### src/rtl/stack_seq.sv
module stack_seq #(
  parameter logic [7:0] SP_INIT    = 8'hFD,
  parameter logic [7:0] STACK_PAGE = 8'h01
) (
  input  logic        clk,
  input  logic        rst_n,
  input  logic        ext_mode,
  input  logic        start,
  input  logic [7:0]  opcode,
  input  logic [15:0] pc_addr,
  output logic [15:0] bus_addr,
  output logic        bus_rd,
  output logic        bus_wr,
  output logic [7:0]  bus_wdata,
  input  logic [7:0]  bus_rdata,
  output logic        done,
  output logic        illegal,
  output logic [7:0]  a_out,
  output logic [7:0]  x_out,
  output logic [7:0]  y_out,
  output logic [7:0]  sp_out,
  output logic [7:0]  p_out
);

  typedef enum logic [2:0] {S_IDLE, S_PCRD, S_SDUM, S_PULL, S_PUSH, S_BAD} st_t;
  typedef enum logic [1:0] {T_A, T_X, T_Y, T_P} tg_t;

  st_t         st;
  tg_t         tgt, dec_tgt;
  logic        pull_q, dec_pull, dec_ok;
  logic [15:0] pc_q;
  logic [7:0]  a_r, x_r, y_r, sp_r, p_r;

  always_comb begin
    dec_ok   = 1'b1;
    dec_pull = 1'b0;
    dec_tgt  = T_A;
    case (opcode)
      8'h48: dec_tgt = T_A;
      8'h68: begin dec_tgt = T_A; dec_pull = 1'b1; end
      8'h08: dec_tgt = T_P;
      8'h28: begin dec_tgt = T_P; dec_pull = 1'b1; end
      8'hDA: begin dec_tgt = T_X; dec_ok = ext_mode; end
      8'h5A: begin dec_tgt = T_Y; dec_ok = ext_mode; end
      8'hFA: begin dec_tgt = T_X; dec_pull = 1'b1; dec_ok = ext_mode; end
      8'h7A: begin dec_tgt = T_Y; dec_pull = 1'b1; dec_ok = ext_mode; end
      default: dec_ok = 1'b0;
    endcase
  end

  always_ff @(posedge clk or negedge rst_n) begin
    if (!rst_n) begin
      st     <= S_IDLE;
      tgt    <= T_A;
      pull_q <= 1'b0;
      pc_q   <= 16'h0000;
      a_r    <= 8'h00;
      x_r    <= 8'h00;
      y_r    <= 8'h00;
      sp_r   <= SP_INIT;
      p_r    <= 8'h00;
    end else begin
      case (st)
        S_IDLE: if (start) begin
          pc_q   <= pc_addr;
          tgt    <= dec_tgt;
          pull_q <= dec_pull;
          st     <= dec_ok ? S_PCRD : S_BAD;
        end
        S_PCRD: st <= pull_q ? S_SDUM : S_PUSH;
        S_SDUM: begin
          sp_r <= sp_r + 8'd1;
          st   <= S_PULL;
        end
        S_PULL: begin
          case (tgt)
            T_A: a_r <= bus_rdata;
            T_X: x_r <= bus_rdata;
            T_Y: y_r <= bus_rdata;
            default: p_r <= bus_rdata;
          endcase
          if (tgt != T_P) begin
            p_r[7] <= bus_rdata[7];
            p_r[1] <= (bus_rdata == 8'h00);
          end
          st <= S_IDLE;
        end
        S_PUSH: begin
          sp_r <= sp_r - 8'd1;
          st   <= S_IDLE;
        end
        default: st <= S_IDLE;
      endcase
    end
  end

  assign bus_rd   = (st == S_PCRD) || (st == S_SDUM) || (st == S_PULL);
  assign bus_wr   = (st == S_PUSH);
  assign bus_addr = (st == S_PCRD) ? pc_q :
                    (bus_rd || bus_wr) ? {STACK_PAGE, sp_r} : 16'h0000;
  assign done     = (st == S_PULL) || (st == S_PUSH) || (st == S_BAD);
  assign illegal  = (st == S_BAD);

  always_comb begin
    bus_wdata = 8'h00;
    if (bus_wr) begin
      case (tgt)
        T_A: bus_wdata = a_r;
        T_X: bus_wdata = x_r;
        T_Y: bus_wdata = y_r;
        default: bus_wdata = p_r | 8'h10;
      endcase
    end
  end

  assign a_out  = a_r;
  assign x_out  = x_r;
  assign y_out  = y_r;
  assign sp_out = sp_r;
  assign p_out  = p_r;

  AST_ONE_ACCESS: assert property (@(posedge clk) disable iff (!rst_n)
    !(bus_rd && bus_wr));
  AST_FINAL_IN_PAGE: assert property (@(posedge clk) disable iff (!rst_n)
    (done && !illegal) |-> bus_addr[15:8] == STACK_PAGE);
  AST_PUSH_DEC: assert property (@(posedge clk) disable iff (!rst_n)
    bus_wr |=> sp_out == $past(sp_out) - 8'd1);
  AST_PULL_INC: assert property (@(posedge clk) disable iff (!rst_n)
    (done && bus_rd) |=> sp_out == $past(sp_out));
  AST_NZ_LOAD: assert property (@(posedge clk) disable iff (!rst_n)
    (done && bus_rd && tgt != T_P) |=>
      (p_out[1] == ($past(bus_rdata) == 8'h00)) && (p_out[7] == $past(bus_rdata[7])));
  AST_BAD_QUIET: assert property (@(posedge clk) disable iff (!rst_n)
    illegal |-> (!bus_rd && !bus_wr && done));
  AST_BAD_KEEP: assert property (@(posedge clk) disable iff (!rst_n)
    illegal |=> $stable(sp_out) && $stable(a_out) && $stable(p_out));
  AST_DONE_SINGLE: assert property (@(posedge clk) disable iff (!rst_n)
    done |=> !done);

endmodule

### config.mk
export PLATFORM = sky130hd
export DESIGN_NAME = stack_seq
export DESIGN_NICKNAME = d
export VERILOG_FILES = /design/src/rtl/stack_seq.sv
export SDC_FILE = /design/constraint.sdc
export NUM_CORES = 1
export LEC_CHECK = 0
export BUFFER_PORTS_ARGS = -buffer_cell sky130_fd_sc_hd__clkbuf_2
export CAP_MARGIN = 10
export CELL_PAD_IN_SITES_DETAIL_PLACEMENT = 0
export CELL_PAD_IN_SITES_GLOBAL_PLACEMENT = 1
export CORE_ASPECT_RATIO = 1.1
export CORE_MARGIN = 5
export CORE_UTILIZATION = 25
export CTS_CLUSTER_SIZE = 30
export DETAILED_ROUTE_END_ITERATION = 10
export GPL_ROUTABILITY_DRIVEN = 0
export PLACE_DENSITY = 0.55
export SYNTH_ARGS = -nofsm -noshare
export SYNTH_HDL_FRONTEND = slang
export SYNTH_SLANG_ARGS = --single-unit
export TNS_END_PERCENT = 30
### constraint.sdc
create_clock -name clk -period 3 [get_ports clk]
set_input_delay 0.6 -clock clk [delete_from_list [all_inputs] [get_ports clk]]
set_output_delay 0.6 -clock clk [all_outputs]
set_load 0.05 [all_outputs]
==> results of run 1 <==
-- per-stage QoR --
stage / hold WS [ns] / setup slack (ns) / instance area, sq um / util, %
floorplan: 0.304 / 0.300 / 3230 / -
CTS: 0.343 / 0.179 / 4300 / 34.0
global route: 0.389 / 0.0939 / 4300 / 34.0
detailed placement: 0.488 / 0.539 / 3960 / 31.4
global placement: 0.482 / 0.542 / 3960 / 31.4
finish: 0.332 / 0.221 / 4300 / 34.0
-- critical path, stage by stage (launching register included) --
cell and delay [ns]:
dfrtp_1 0.83, mux4_2 0.58, and3_1 0.20, clkbuf_2 0.24
-- power by group through the flow --
stage	Clock, mW	Sequential, mW	Combinational (mW)
after floorplan	0	1.97	1.57
after global placement	0	1.54	2.69
after detailed placement	0	1.55	2.71
after CTS	1.21	1.54	2.71
after global routing	1.24	1.59	2.86
final	1.17	1.53	2.67
-- cell type report --
| class | instances | area [sq um] | share of cell area (%) |
|---|---|---|---|
| Timing Repair Buffer | 112 | 608 | 14.2 |
| Clock inverter | 4 | 95.1 | 2.21 |
| Tap cell | 157 | 196 | 4.57 |
| Multi-Input combinational cell | 196 | 1580 | 36.9 |
| Inverter | 4 | 15.0 | 0.350 |
| Sequential cell | 62 | 1560 | 36.3 |
| Clock buffer | 12 | 236 | 5.51 |
-- worst paths after layout --
| kind | slack, ns | depth (start not counted) | end | startpoint |
|---|---|---|---|---|
| max | 0.22 | 3 | bus_wdata[2] | tgt[0] |
| max reg2reg | 0.65 | 8 | sp_out[7] | st[2] |
| min in group clk | 0.49 | 1 | pc_q[9] | pc_q[9] |
| min reg2reg | 0.49 | 1 | pc_q[9] | pc_q[9] |
| max in group asynchronous | 2.02 | 2 | x_out[6] | rst_n |
| min | 0.33 | 1 | st[1] | rst_n |
-- state kept, by name, summed over array words and instances (netlist names) --
name,cells
a_out,8
p_out,8
pc_q,16
pull_q,1
sp_out,8
st,3
tgt,2
x_out,8
y_out,8
-- synth_stat cells (6+ instances only) --
master / instances / area share, %
dfrtp_1: 55 / 43
mux2_2: 47 / 16
nand2_1: 23 / 2.7
nor2_1: 16 / 1.9
o21ai_0: 16 / 2.5
and3_1: 9 / 1.7
a22oi_1: 8 / 1.9
a21oi_1: 7 / 1.1
and2_1: 7 / 1.4
dfstp_2: 7 / 5.7
mux4_2: 7 / 4.9
ha_1: 6 / 2.3
nand2b_1: 6 / 1.2
-- logic make-up after synthesis --
kind of cell	count (synthesis)	share of synthesized area (%)
muxes	57	22.3
AOI/OAI and AO/OA	44	8.49
adders and majority gates	7	2.95
buffers and inverters	17	2.56
xor gates and xnor gates	6	1.63
and+or+nand+nor	82	13.8
DFF	62	48.4
-- per-layer routing --
layer / wire, microns / share of wire, % / GRT usage (%)
met5: 0 / 0 / 0
met4: 102 / 1.1 / 3.64
met3: 536 / 5.8 / 3.27
met2: 4410 / 48 / 20.5
met1: 4170 / 45 / 16.3
==> impl_metrics.tcl, run 1 <==
set metrics [dict create \
    endpoint_kind "output port" \
    slew_viol_final 0 \
    required_ns 2.40 \
    die_area_sq_um 15300 \
    fillers 1314 \
    fin_skew_ns 0.00558 \
    p_switching_mw 2.51 \
    antenna_left 0 \
    wire_per_inst_microns 16.9 \
    grt_max_degree 39 \
    path_clk_slew_ns 0.05 \
    leakage_nw 2.10 \
    synth_edf_count 0 \
    seq_area_frac_synth_pct 48.4 \
    synth_cells 275 \
    routed_wl_microns 9220 \
    post-route-drc-count 0 \
    areaGrowthSynthToFinish_pct 33.1 \
    die_w_microns 118 \
    worstSetupPathType "reg2out" \
    clk_path_buf_depth 2 \
    final.period_utilization_pct 92.6 \
    antenna_cells 0 \
    root_buffer "clkbuf_16" \
    h-tree-depth 3 \
    period_needed_ns 2.78 \
    cts_tree "yes" \
    yosys_most_used_dff "dfrtp_1" \
    clock-sinks 62 \
    numCtsBuffers 9 \
    switching_share_pct 46.7 \
    viasPerCell 4.68 \
    start_util_pct 25.5 \
    seqPwrFrac_pct 28.4 \
    p_total_mw 5.37 \
    dpl.hpwl_microns 6940 \
    final-hold-violation-count 0 \
    cp.arrival_ns 2.18 \
    hold_buffers 0 \
    die_h_microns 129 \
    layout_common_cells "103 x clkbuf_2, 55 x dfrtp_1, 47 x mux2_2" \
    drt-initial-drc-count 53 \
    placed_cells_incl_taps 531 \
    rsz0062_at_grt "false" \
    first_pass_iters 4 \
    post_cts_resized 0 \
    tns_ns 0 \
    ys.warnings.count 0 \
    power_frac_clock_pct 21.8 \
    worstSkewPairLatency_ns 0.32 \
    syn_area_sq_um 3230 \
    ys_ff_latch 62 \
    ios 104 \
    final_cell_count_no_fill 547 \
    drv_cap 0 \
    grt_overflow 0 \
    nNetsFinal 428 \
    synthDistinctLibCells 45 \
    grt_pass1_vias 2785 \
    row_count 43 \
    fmax_ghz 0.360 \
    cp-start-kind "register" \
    syn_area_per_cell_sq_um 11.7 \
    grt_pass1_wl_microns 15100 \
    relSlewSlack_pct 48.9 \
    grt_antenna_before_repair 0 \
    tightest_slew_ns 0.766 \
    p_int_mw 2.87 \
    outcome "finished clean" \
    worstHoldPathType "in2async" \
    combPwrFrac_pct 49.8 \
    ir_worst_vdd_mv 0.613 \
    final_common_cell "clkbuf_2" \
    powerDensity_nw_per_um2 1250 \
    cts_setup_buffers 0 \
    ys_async_sr_fraction_pct 100 \
    portBuffers 103 \
    setup_viol_count_final 0 \
    worstPathMaxFanout 14 \
    grt_use_total_pct 12.5 \
    syn-num-nets 318 \
    design.core.area_sq_um 12600 \
    drive_gt1_share_pct 50.8 \
    vias 2558 \
]
Note: power is estimated with default switching activity, not from simulation.
==> run 2, diff against run 1 <==
--- a/config.mk
+++ b/config.mk
@@ -5,6 +5,7 @@
 export SDC_FILE = /design/constraint.sdc
 export NUM_CORES = 1
 export LEC_CHECK = 0
+export ABC_AREA = 1
 export BUFFER_PORTS_ARGS = -buffer_cell sky130_fd_sc_hd__clkbuf_2
 export CAP_MARGIN = 10
 export CELL_PAD_IN_SITES_DETAIL_PLACEMENT = 0
@@ -12,10 +13,11 @@
 export CORE_ASPECT_RATIO = 1.1
 export CORE_MARGIN = 5
 export CORE_UTILIZATION = 25
+export CTS_BUF_LIST = sky130_fd_sc_hd__clkbuf_4 sky130_fd_sc_hd__clkbuf_8 sky130_fd_sc_hd__clkbuf_16
 export CTS_CLUSTER_SIZE = 30
 export DETAILED_ROUTE_END_ITERATION = 10
 export GPL_ROUTABILITY_DRIVEN = 0
-export PLACE_DENSITY = 0.55
+export PLACE_DENSITY = 0.58
 export SYNTH_ARGS = -nofsm -noshare
 export SYNTH_HDL_FRONTEND = slang
 export SYNTH_SLANG_ARGS = --single-unit
==> run 2 against run 1 <==
Compared with the run above:
- sequential share of layout area shrank 0.75 points
- global-route usage grew 0.14 points
- final area grew 2.1%
- maximum frequency grew 9.4%
- critical path depth grew 4
- clock skew shrank 0.00099 ns
- non-clock buffer count shrank 5
- highest routed layer unchanged
- first-iteration DRC count grew to 2.5 times the previous value
- register-to-register slack gained 0.35 ns
- power shrank 4.7%
- clock-buffer cell count is the same
- routed wire length grew 3.5%
==> impl_metrics.tcl, run 2 <==
set metrics [dict create \
    ys.warnings.count 0 \
    first_pass_iters 4 \
    portBuffers 103 \
    start_util_pct 25.7 \
    fillers 1483 \
    cp-start-kind "register" \
    cts_tree "yes" \
    r2r-end "sp_out[3]" \
    slew_viol_final 0 \
    rsz0062_at_grt "false" \
    grt_max_degree 63 \
    grt_antenna_before_repair 0 \
    synth_top_area_share_pct 40.4 \
    die_area_sq_um 16100 \
    whs_ns 0.453 \
    nNetsFinal 570 \
    ios 104 \
    outcome "finished clean" \
    grt_pass1_wl_microns 15900 \
    die_h_microns 132 \
    synth_cells 418 \
    leakage_nw 2.36 \
    worstPathMaxFanout 10 \
    period_needed_ns 2.54 \
    final_common_cell "nand2_1" \
    worstSetupPathType "reg2out" \
    syn-num-nets 461 \
    fin_skew_ns 0.00459 \
    ys_ff_latch 62 \
    final.period_utilization_pct 84.7 \
    dpl.hpwl_microns 7150 \
    routed_wl_microns 9540 \
    syn_area_per_cell_sq_um 8.15 \
    tightest_slew_ns 0.821 \
    fmax_ghz 0.394 \
    h-tree-depth 3 \
    placed_cells_incl_taps 700 \
    post-route-drc-count 0 \
    grt_use_total_pct 12.6 \
    grt_overflow 0 \
    finish.utilization_pct 33.1 \
    r2r_setup_slack_ns 1.00 \
    clk_path_buf_depth 2 \
    worstSkewPairLatency_ns 0.33 \
    final-hold-violation-count 0 \
    viasPerCell 4.14 \
    relSlewSlack_pct 45.3 \
    cp.arrival_ns 1.94 \
    layout_common_cells "151 x nand2_1, 102 x clkbuf_2, 55 x dfrtp_1" \
    die_w_microns 121 \
    synth_edf_count 0 \
    ir_worst_vdd_mv 0.508 \
    largest_reg_flops 16 \
    seq_area_frac_synth_pct 45.8 \
    antenna_left 0 \
    yosysTopAreaCell "dfrtp_1" \
    required_ns 2.40 \
    numCtsBuffers 9 \
    design.core.area_sq_um 13300 \
    drv_cap 0 \
    post_cts_resized 0 \
    drt-initial-drc-count 134 \
    path_clk_slew_ns 0.05 \
    antenna_cells 0 \
    synthDistinctLibCells 33 \
    synth_area_leaders "dfrtp_1 40%, nand2_1 17%, o21ai_2 8.0%" \
    clock-sinks 62 \
    yosys_most_used_dff "dfrtp_1" \
    row_count 44 \
    drive_gt1_share_pct 35.7 \
    wire_per_inst_microns 13.3 \
    ys_async_sr_fraction_pct 100 \
    worstHoldPathType "in2async" \
    r2r-start "st[1]" \
    cts_setup_buffers 0 \
    p_total_mw 5.12 \
    powerDensity_nw_per_um2 1170 \
    grt_pass1_vias 2997 \
    regMostFlops "pc_q" \
    final_cell_count_no_fill 716 \
    areaGrowthSynthToFinish_pct 28.7 \
    r2r_cells 10 \
    root_buffer "clkbuf_16" \
    vias 2961 \
    synth_most_common_cell "nand2_1" \
    endpoint_kind "output port" \
    yosys-top-cells-count "151 x nand2_1, 55 x dfrtp_1, 54 x inv_1" \
    setup_viol_count_final 0 \
    hold_buffers 0 \
    syn_area_sq_um 3410 \
]
run 2: cell types whose count changed in the layout (fill, tap and decap cells not counted), sizes merged, moves of 7 or more:
cell / previous run / this run
and2: 7 / 0
nand3: 3 / 18
and3: 9 / 0
mux4: 7 / 0
o21ai: 16 / 56
a22oi: 8 / 1
inv: 4 / 61
nand2: 25 / 158
nand4: 0 / 10
mux2: 48 / 0
run 2: logic make-up after synthesis:
| family | after synthesis | synth area share (%) |
|---|---|---|
| XOR/XNOR | 2 | 0.734 |
| AND/OR/NAND/NOR | 214 | 28.2 |
| AO/OA/AOI/OAI | 63 | 13.0 |
| flip-flops | 62 | 45.8 |
| adder cells (fa/ha/maj) | 7 | 2.79 |
| buffers and inverters | 70 | 9.58 |
run 2: final cells by class:
class | instances | area [sq um] | area share (%)
Sequential cell | 62 | 1560 | 35.6
Multi-Input combinational cell | 286 | 1520 | 34.7
Timing Repair Buffer | 107 | 546 | 12.4
Clock buffer | 12 | 267 | 6.08
Inverter | 61 | 231 | 5.28
Tap cell | 184 | 230 | 5.25
Clock inverter | 4 | 30.0 | 0.685
run 2: worst max path at each step:
stage / start / end / slack (ns)
floorplan: st[0] / bus_addr[0] / -0.01
global placement: tgt[0] / bus_wdata[7] / 0.81
detailed placement: st[1] / bus_addr[7] / 0.80
CTS: tgt[1] / bus_wdata[7] / 0.42
global route: st[1] / bus_addr[7] / 0.28
finish: st[1] / bus_addr[7] / 0.46
run 2: metrics by stage:
stage	setup slack, ns	setup TNS (ns)	cell area, sq um
final	0.459	0	4390
after global routing	0.279	0	4390
after CTS	0.425	0	4390
after detailed placement	0.799	0	4090
after global placement	0.807	0	4090
after floorplan	-0.0122	-0.0490	3410
run 2: layer usage:
| metal | global-route usage, % | up-vias | routed length, microns | part of all wire [%] |
|---|---|---|---|---|
| met2 | 18.8 | 74 | 4230 | 44 |
| met4 | 5.60 | 0 | 155 | 1.6 |
| met3 | 3.20 | 9 | 591 | 6.2 |
| met5 | 0 | - | 0 | 0 |
| met1 | 17.2 | 1333 | 4570 | 48 |
| li1 | - | 1545 | - | - |
run 2: where the power goes:
group | switching, mW | internal [mW]
Sequential | 0.215 | 1.12
Combinational | 2.07 | 0.713
Clock | 0.378 | 0.626
Total | 2.66 | 2.46
run 2: critical path, cell delays in order (launching register included):
cell and delay (ns):
dfrtp_1 0.43, inv_2 0.13, nand2_2 0.08, nor2_2 0.10
buf_4 0.20, o21ai_2 0.16, o21ai_0 0.21, clkbuf_2 0.31
==> run 3, diff against run 2 <==
--- a/config.mk
+++ b/config.mk
@@ -5,7 +5,7 @@
 export SDC_FILE = /design/constraint.sdc
 export NUM_CORES = 1
 export LEC_CHECK = 0
-export ABC_AREA = 1
+export ABC_AREA = 0
 export BUFFER_PORTS_ARGS = -buffer_cell sky130_fd_sc_hd__clkbuf_2
 export CAP_MARGIN = 10
 export CELL_PAD_IN_SITES_DETAIL_PLACEMENT = 0
@@ -17,7 +17,7 @@
 export CTS_CLUSTER_SIZE = 30
 export DETAILED_ROUTE_END_ITERATION = 10
 export GPL_ROUTABILITY_DRIVEN = 0
-export PLACE_DENSITY = 0.58
+export PLACE_DENSITY = 0.55
 export SYNTH_ARGS = -nofsm -noshare
 export SYNTH_HDL_FRONTEND = slang
 export SYNTH_SLANG_ARGS = --single-unit
==> constraint.sdc (replaced) <==
create_clock -name clk -period 2.4 [get_ports clk]
set_input_delay 0.48 -clock clk [delete_from_list [all_inputs] [get_ports clk]]
set_output_delay 0.48 -clock clk [all_outputs]
set_load 0.05 [all_outputs]
==> run 3 against run 2 <==
Compared with the run above:
- clock-buffer cell count decreased by 2
- non-clock buffer count increased by 12
- sequential power rose by 38%
- global-route usage down 0.49 points
- cell count shrank 23%
- final area increased by 1.1%
- register-to-register slack worse by 0.78 ns
- flip-flop and latch count unchanged
- first-iteration DRC count decreased by 45%
- largest cell class is now multi-input gates
- highest routed layer unchanged
==> impl_metrics.tcl, run 3 (synthesis results as in run 1) <==
set metrics [dict create \
    critPathTopFamily "multiplexers" \
    tightest_slew_ns 0.501 \
    die_h_microns 129 \
    fmax_ghz 0.437 \
    crit_chain "buf_12 -> mux4_2 -> and3_1 -> clkbuf_2" \
    grt_max_degree 26 \
    leakage_nw 2.15 \
    grt_pass1_vias 2710 \
    setup_viol_count_final 0 \
    drive_gt1_share_pct 53.5 \
    tns_ns 0 \
    grt_use_total_pct 12.1 \
    busiest_layer "met2" \
    final-hold-violation-count 0 \
    dpl.hpwl_microns 7060 \
    first_pass_iters 4 \
    cp-start-kind "register" \
    worstHoldPathType "in2async" \
    cp.arrival_ns 1.81 \
    vias 2568 \
    path_clk_slew_ns 0.05 \
    use_met2_pct 19.7 \
    drv_cap 0 \
    routed_wl_microns 9130 \
    fin_skew_ns 0.00447 \
    worstSkewPairLatency_ns 0.33 \
    root_buffer "clkbuf_16" \
    period_needed_ns 2.29 \
    drt-initial-drc-count 74 \
    slowest_stage "mux4_2" \
    met3_usage_pct 5.19 \
    die_area_sq_um 15300 \
    nNetsFinal 435 \
    rsz0062_at_grt "false" \
    ios 104 \
    final.period_utilization_pct 95.3 \
    worstPathMaxFanout 6 \
    antenna_cells 0 \
    row_count 43 \
    start_util_pct 25.5 \
    cp_slowest_stage_delay_ns 0.48 \
    ir_worst_vdd_mv 0.917 \
    clock-sinks 62 \
    grt_use_met1_pct 14.9 \
    die_w_microns 118 \
    placed_cells_incl_taps 536 \
    outcome "finished clean" \
    largest_reg_flops 16 \
    h-tree-depth 3 \
    final_common_cell "clkbuf_2" \
    powerDensity_nw_per_um2 1550 \
    p_total_mw 6.86 \
    numCtsBuffers 9 \
    layout_common_cells "94 x clkbuf_2, 53 x dfrtp_1, 47 x mux2_2" \
    relSlewSlack_pct 66.5 \
    post-route-drc-count 0 \
    wire_per_inst_microns 16.5 \
    endpoint_kind "output port" \
    worstSetupPathType "reg2out" \
    slew_viol_final 0 \
    design.core.area_sq_um 12600 \
    final_cell_count_no_fill 553 \
    viasPerCell 4.64 \
    grt_antenna_before_repair 0 \
    areaGrowthSynthToFinish_pct 37.3 \
    clk_path_buf_depth 2 \
    grt_overflow 0 \
    cts_tree "yes" \
    antenna_left 0 \
    grt_pass1_wl_microns 14600 \
    regMostFlops "pc_q" \
    portBuffers 103 \
    placed_area_sq_um 4100 \
    final_area_sq_um 4430 \
    required_ns 1.92 \
    path_buf_inv 2 \
]
==> run 3: changes by cell type in the layout (fill, tap and decap cells not counted), moves of 10 or more <==
cell	change
nand4_1	-10
o21ai_2	-30
nand3_1	-11
inv_1	-51
mux2_2	+47
nand2_1	-128
==> run 3: where the power goes <==
group / leakage, nW / switching (mW) / total (mW) / internal (mW)
sequential: 0.765 / 0.367 / 1.85 / 1.48
combinational: 1.23 / 2.37 / 3.74 / 1.36
clock: 0.148 / 0.455 / 1.27 / 0.817
==> run 3: per-stage QoR <==
| step | setup WS (ns) | hold WS, ns | utilization, % |
|---|---|---|---|
| 3_3_place_gp | 0.223 | 0.452 | 32.4 |
| 5_1_grt | 0.000821 | 0.124 | 35.1 |
| 4_1_cts | 0.00694 | 0.0961 | 34.7 |
| 6_report | 0.114 | 0.0965 | 35.1 |
| 2_1_floorplan | -0.167 | 0.184 | - |
| 3_5_place_dp | 0.231 | 0.451 | 32.4 |
==> run 3: per-layer routing <==
| metal | share of wire [%] | up-vias |
|---|---|---|
| met2 | 46 | 76 |
| met3 | 7.8 | 5 |
| met4 | 0.78 | 0 |
| met1 | 45 | 1262 |
| li1 | - | 1225 |
| met5 | 0 | - |
==> run 3: cell type report <==
cell class	count	area, sq um
sequential	62	1560
clock inverter	5	50.0
timing repair buffer	119	769
fill	1268	8210
clock buffer	10	239
multi-input combinational	196	1600
tap	157	196
inverter	4	18.8
==> run 3: worst reg2reg max path, delay by kind of cell, from the launching register on <==
kind / cells / cell delay [ns]
buffers and inverters: 2 / 0.38
DFF: 1 / 0.34
AOI/OAI and AO/OA: 2 / 0.37
muxes: 1 / 0.24
adders and majority gates: 1 / 0.34
and+or+nand+nor: 3 / 0.31
xor gates and xnor gates: 1 / 0.13
==> run 3: final timing paths <==
kind / from / endpoint / slack, ns / cells after the start
worst max-delay path: tgt[0] / bus_wdata[3] / 0.11 / 4
max in group asynchronous: rst_n / sp_out[2] / 1.58 / 2
worst max register to register: st[0] / sp_out[7] / 0.22 / 10
worst min register to register: pc_q[11] / pc_q[11] / 0.49 / 1
min in group clk: pc_addr[8] / pc_q[8] / 0.38 / 2
worst min-delay path: rst_n / pc_q[6] / 0.1 / 1
==> run 3: repair_timing <==
item	in CTS	in global routing
resized for setup	2	11
hold buffers	0	0
setup buffers	0	2
setup endpoints to repair	15	18
endpoints found under the hold margin	0	0
gates cloned	0	0
